==> src/rtl/trap_pkg.sv <==
package trap_pkg;
  typedef enum logic [2:0] {
    CAUSE_NONE     = 3'd0,
    CAUSE_IRQ      = 3'd1,
    CAUSE_FETCH    = 3'd2,
    CAUSE_ILLEGAL  = 3'd3,
    CAUSE_OVERFLOW = 3'd4,
    CAUSE_DATA     = 3'd5
  } cause_e;

  // strobes from control to datapath
  typedef struct packed {
    logic flush;
    logic capture;
    logic takeIrq;
  } strobe_t;
endpackage

==> src/rtl/trap_datapath.sv <==
module trap_datapath
  import trap_pkg::*;
#(
  parameter int PC_W = 32
) (
  input  logic            clk,
  input  logic            rstN,
  input  strobe_t         ctl,
  input  logic            fetchValid,
  input  logic [PC_W-1:0] fetchPc,
  input  logic            fetchFault,
  input  logic [2:0]      stageFault,   // [0] decode, [1] execute, [2] memory
  output logic            memValid,
  output logic [PC_W-1:0] memPc,
  output cause_e          memCause,
  output cause_e          causeReg,
  output logic [PC_W-1:0] epcReg
);
  localparam int STAGES = 3;
  localparam int LAST   = STAGES - 1;

  logic [STAGES-1:0] stValid;
  logic [PC_W-1:0]   stPc     [STAGES];
  cause_e            stCause  [STAGES];
  cause_e            effCause [STAGES];

  // a carried cause always wins over a fault raised here
  always_comb begin
    for (int s = 0; s < STAGES; s++) begin
      if (stCause[s] != CAUSE_NONE)
        effCause[s] = stCause[s];
      else if (stageFault[s])
        effCause[s] = cause_e'(3'(int'(CAUSE_ILLEGAL) + s));
      else
        effCause[s] = CAUSE_NONE;
    end
  end

  always_ff @(posedge clk or negedge rstN) begin
    if (!rstN) begin
      stValid <= '0;
      for (int s = 0; s < STAGES; s++) begin
        stPc[s]    <= '0;
        stCause[s] <= CAUSE_NONE;
      end
    end else begin
      for (int s = 0; s < STAGES; s++) begin
        if (s == 0) begin
          stValid[s] <= fetchValid && !ctl.flush;
          stPc[s]    <= fetchPc;
          stCause[s] <= fetchFault ? CAUSE_FETCH : CAUSE_NONE;
        end else begin
          stValid[s] <= stValid[s-1] && !ctl.flush;
          stPc[s]    <= stPc[s-1];
          stCause[s] <= effCause[s-1];
        end
      end
    end
  end

  always_ff @(posedge clk or negedge rstN) begin
    if (!rstN) begin
      causeReg <= CAUSE_NONE;
      epcReg   <= '0;
    end else if (ctl.capture) begin
      causeReg <= ctl.takeIrq ? CAUSE_IRQ : effCause[LAST];
      epcReg   <= stPc[LAST];
    end
  end

  assign memValid = stValid[LAST];
  assign memPc    = stPc[LAST];
  assign memCause = effCause[LAST];
endmodule

==> src/rtl/trap_control.sv <==
module trap_control
  import trap_pkg::*;
(
  input  logic    memValid,
  input  cause_e  memCause,
  input  logic    irq,
  output strobe_t ctl,
  output logic    trap
);
  always_comb begin
    trap        = memValid && (irq || memCause != CAUSE_NONE);
    ctl.flush   = trap;
    ctl.capture = trap;
    ctl.takeIrq = irq;
  end
endmodule

==> src/rtl/trap_commit.sv <==
module trap_commit
  import trap_pkg::*;
#(
  parameter int              PC_W       = 32,
  parameter logic [PC_W-1:0] HANDLER_PC = 32'h0000_0180
) (
  input  logic            clk,
  input  logic            rstN,
  input  logic            fetchValid,
  input  logic [PC_W-1:0] fetchPc,
  input  logic            fetchFault,
  input  logic            decIllegal,
  input  logic            exeOverflow,
  input  logic            memAddrFault,
  input  logic            irq,
  output logic            killFetch,
  output logic            killDecode,
  output logic            killExecute,
  output logic            killWb,
  output logic            redirect,
  output logic [PC_W-1:0] redirectPc,
  output logic [2:0]      causeOut,
  output logic [PC_W-1:0] epcOut
);
  strobe_t         ctl;
  logic            trap;
  logic            memValid;
  logic [PC_W-1:0] memPc;
  cause_e          memCause;
  cause_e          causeReg;

  trap_datapath #(.PC_W(PC_W)) u_dp (
    .clk        (clk),
    .rstN       (rstN),
    .ctl        (ctl),
    .fetchValid (fetchValid),
    .fetchPc    (fetchPc),
    .fetchFault (fetchFault),
    .stageFault ({memAddrFault, exeOverflow, decIllegal}),
    .memValid   (memValid),
    .memPc      (memPc),
    .memCause   (memCause),
    .causeReg   (causeReg),
    .epcReg     (epcOut)
  );

  trap_control u_ctl (
    .memValid (memValid),
    .memCause (memCause),
    .irq      (irq),
    .ctl      (ctl),
    .trap     (trap)
  );

  assign killFetch   = trap;
  assign killDecode  = trap;
  assign killExecute = trap;
  assign killWb      = trap;
  assign redirect    = trap;
  assign redirectPc  = trap ? HANDLER_PC : '0;
  assign causeOut    = causeReg;
endmodule

==> config.mk <==
export PLATFORM = sky130hd
export DESIGN_NAME = trap_commit
export DESIGN_NICKNAME = d
export VERILOG_FILES = /design/src/rtl/trap_pkg.sv /design/src/rtl/trap_datapath.sv /design/src/rtl/trap_control.sv /design/src/rtl/trap_commit.sv
export SDC_FILE = /design/constraint.sdc
export NUM_CORES = 1
export LEC_CHECK = 0
export ABC_AREA = 0
export BUFFER_PORTS_ARGS = -buffer_cell sky130_fd_sc_hd__buf_2
export CAP_MARGIN = 20
export CORE_MARGIN = 2
export CORE_UTILIZATION = 35
export DETAILED_ROUTE_END_ITERATION = 6
export GPL_TIMING_DRIVEN = 0
export PLACE_DENSITY = 0.63
export SLEW_MARGIN = 30
export SYNTH_ARGS = -nofsm -noshare
export SYNTH_HDL_FRONTEND = slang
export SYNTH_HIERARCHICAL = 1
export SYNTH_SLANG_ARGS = --single-unit
==> constraint.sdc <==
create_clock -name clk -period 5.5 [get_ports clk]
set_clock_uncertainty 0.2 [all_clocks]
set_input_delay 0.55 -clock clk [delete_from_list [all_inputs] [get_ports clk]]
set_output_delay 0.55 -clock clk [all_outputs]
set_load 0.1 [all_outputs]
==> results.md <==
* Die Area at 13600 um^2
* Die Y at 117 um
* Post-CTS resize count at 0
* TritonCTS clock tree: done
* Clk_lat worst skew at 0.41 ns
* Via count at 2134
* Core Util, Final at 0.465
* CP max stage delay at 0.41 ns
* # IOs at 112
* Reg2reg end: u_dp/epcReg[16]$_DFFE_PN0P_
* Commonest non-fill, non-tap cell in the layout: dfrtp_1
* Most frequent cells in the layout: dfrtp_1, buf_2, buf_4
* CP required at 4.75 ns
* N_diodes at 0
* FMAX at 0.330 GHz
* Worst Path Arrival at 2.28 ns
* Fin cells at 558
* Initial core utilization at 0.354
* Cell count after placement at 525
* Status: completed
* Worst R2R Setup Slack at 2.98 ns
* Max-slew violation count at 0
* CTS buffer count at 17
* CP max stage cell: dfrtp_1
* Number of hold violations in the final report at 0
* CP startpoint: u_dp/stCause[1]$_DFF_PN0_
* Router iterations before antenna repair at 3
* Worst hold path type: in -> reg
* CP endpoint kind: output port
* DIE WIDTH at 117 um
* Hold Path Depth at 1
* Dpl hpwl at 4290 um
* Row cnt at 41
* Total global routing overflow at 0
* Sink Count at 140
* Via-per-instance ratio at 3.82
* TNS Setup at 0 ns
* Synth warnings at 6
* Clock Tree Buf Depth at 2
* Levels on crit path at 6
* CP dominant cell by count: buf_4
* CP Launch Type: flip-flop
* Mapped Cells at 242
* Cell breakdown of the critical path: nor3b_1, or2_2, buf_4, o41a_1, buf_4, buf_2
* WP buf/inv at 3
* Drt drc at 0
* Vias in the first global route at 2076
* # nets final at 413
* First-pass GRT wire length at 10300 um
* Post-detailed-route wirelength per cell at 11.6 um
* Total track usage at 0.107
* Post-route ant nets at 0
* MaxCap Viol Count at 0
* Pin count of the biggest net entering global routing at 80
* RSZ-0062 raised after global routing: no
* Crit path max-delay family: buffers and inverters
* Drt first-iter violations at 83
* Share of cells above drive strength 1 at 0.505
* H-tree Lvls at 4
* CTS Hold Bufs at 1
* Synthesis-to-layout area growth at 31.1%
* Final Wtd Congestion at 0.745
* Reg2reg path depth at 8
* Placeable Area at 12500 um^2
* Antenna violations before repair at 0
* R2r startpoint: u_dp/stCause[1]$_DFF_PN0_
* Mean post-synth cell area at 18.3 um^2
* # setup viols final at 0
* Crit-path max FO at 9
* Period utilization at 0.551
* Total wire length at 6450 um
* Clk slew on worst S/H paths at 0.06 ns
* CP Class: reg -> out
* Crit path to: killWb
* Final-layout fill cell count at 1152
* Setup bufs post-CTS at 0
* Root Buffer: clkbuf_16
* Clock period minus worst slack at 3.03 ns
* Port buffer count at 81
* Post-Syn Area at 4440 um^2
## cell type report
type | instances | area (um^2) | area share
Tap cell | 172 | 215 | 0.0370
Clock buffer | 20 | 457 | 0.0785
Clock inverter | 12 | 145 | 0.0250
Buffer | 49 | 372 | 0.0639
Timing Repair Buffer | 83 | 453 | 0.0779
Inverter | 1 | 3.75 | 0.000646
Multi-Input combinational cell | 81 | 666 | 0.114
Sequential cell | 140 | 3500 | 0.603
## registers in the layout (all words and copies together), names as in the netlist
| name | flops |
|---|---|
| u_dp/causeReg | 3 |
| u_dp/epcReg | 32 |
| u_dp/stPc | 64 |
| u_dp/stCause | 6 |
| u_dp/stValid | 3 |
| u_dp/memPc | 32 |
## metrics by stage
| stage | worst slack [ns] | cell area (um^2) | hold slack, ns |
|---|---|---|---|
| 4_1_cts | 2.43 | 5810 | 0.0142 |
| 6_report | 2.47 | 5810 | 0.0409 |
| 2_1_floorplan | 2.36 | 4540 | 0.0544 |
| 3_5_place_dp | 2.55 | 5200 | 0.135 |
| 3_3_place_gp | 1.94 | 5160 | 0.131 |
| 5_1_grt | 2.30 | 5810 | 0.0115 |
## worst register-to-register path: cells and delay by family (launching register included)
family	cells	cell delay (ns)
flops	1	0.39
buf+inv	4	0.63
simple gates	2	0.36
compound gates	1	0.52
mux	1	0.30
## metal layers
| metal | wire [um] | share of wire | track usage | vias up |
|---|---|---|---|---|
| li1 | - | - | - | 976 |
| met1 | 2610 | 0.40 | 0.123 | 1069 |
| met2 | 3250 | 0.50 | 0.159 | 72 |
| met3 | 423 | 0.066 | 0.0503 | 17 |
| met4 | 178 | 0.028 | 0.0706 | 0 |
| met5 | 0 | 0 | 0 | - |
## worst min-delay path by stage
| stage | startpoint | endpoint | slack [ns] |
|---|---|---|---|
| after floorplan | rstN | u_dp/causeReg[0]$_DFFE_PN0P_ | 0.05 |
| after global routing | fetchPc[13] | u_dp/stPc[77]$_DFF_PN0_ | 0.01 |
| after CTS | fetchPc[15] | u_dp/stPc[79]$_DFF_PN0_ | 0.01 |
| after detailed placement | u_dp/stPc[45]$_DFF_PN0_ | u_dp/memPc[13]$_DFF_PN0_ | 0.13 |
| final | fetchPc[0] | u_dp/stPc[64]$_DFF_PN0_ | 0.04 |
| after global placement | u_dp/stPc[33]$_DFF_PN0_ | u_dp/memPc[1]$_DFF_PN0_ | 0.13 |
Power is not shown: default switching activity piles up to over one toggle a cycle in this logic, so the estimate is an artifact.
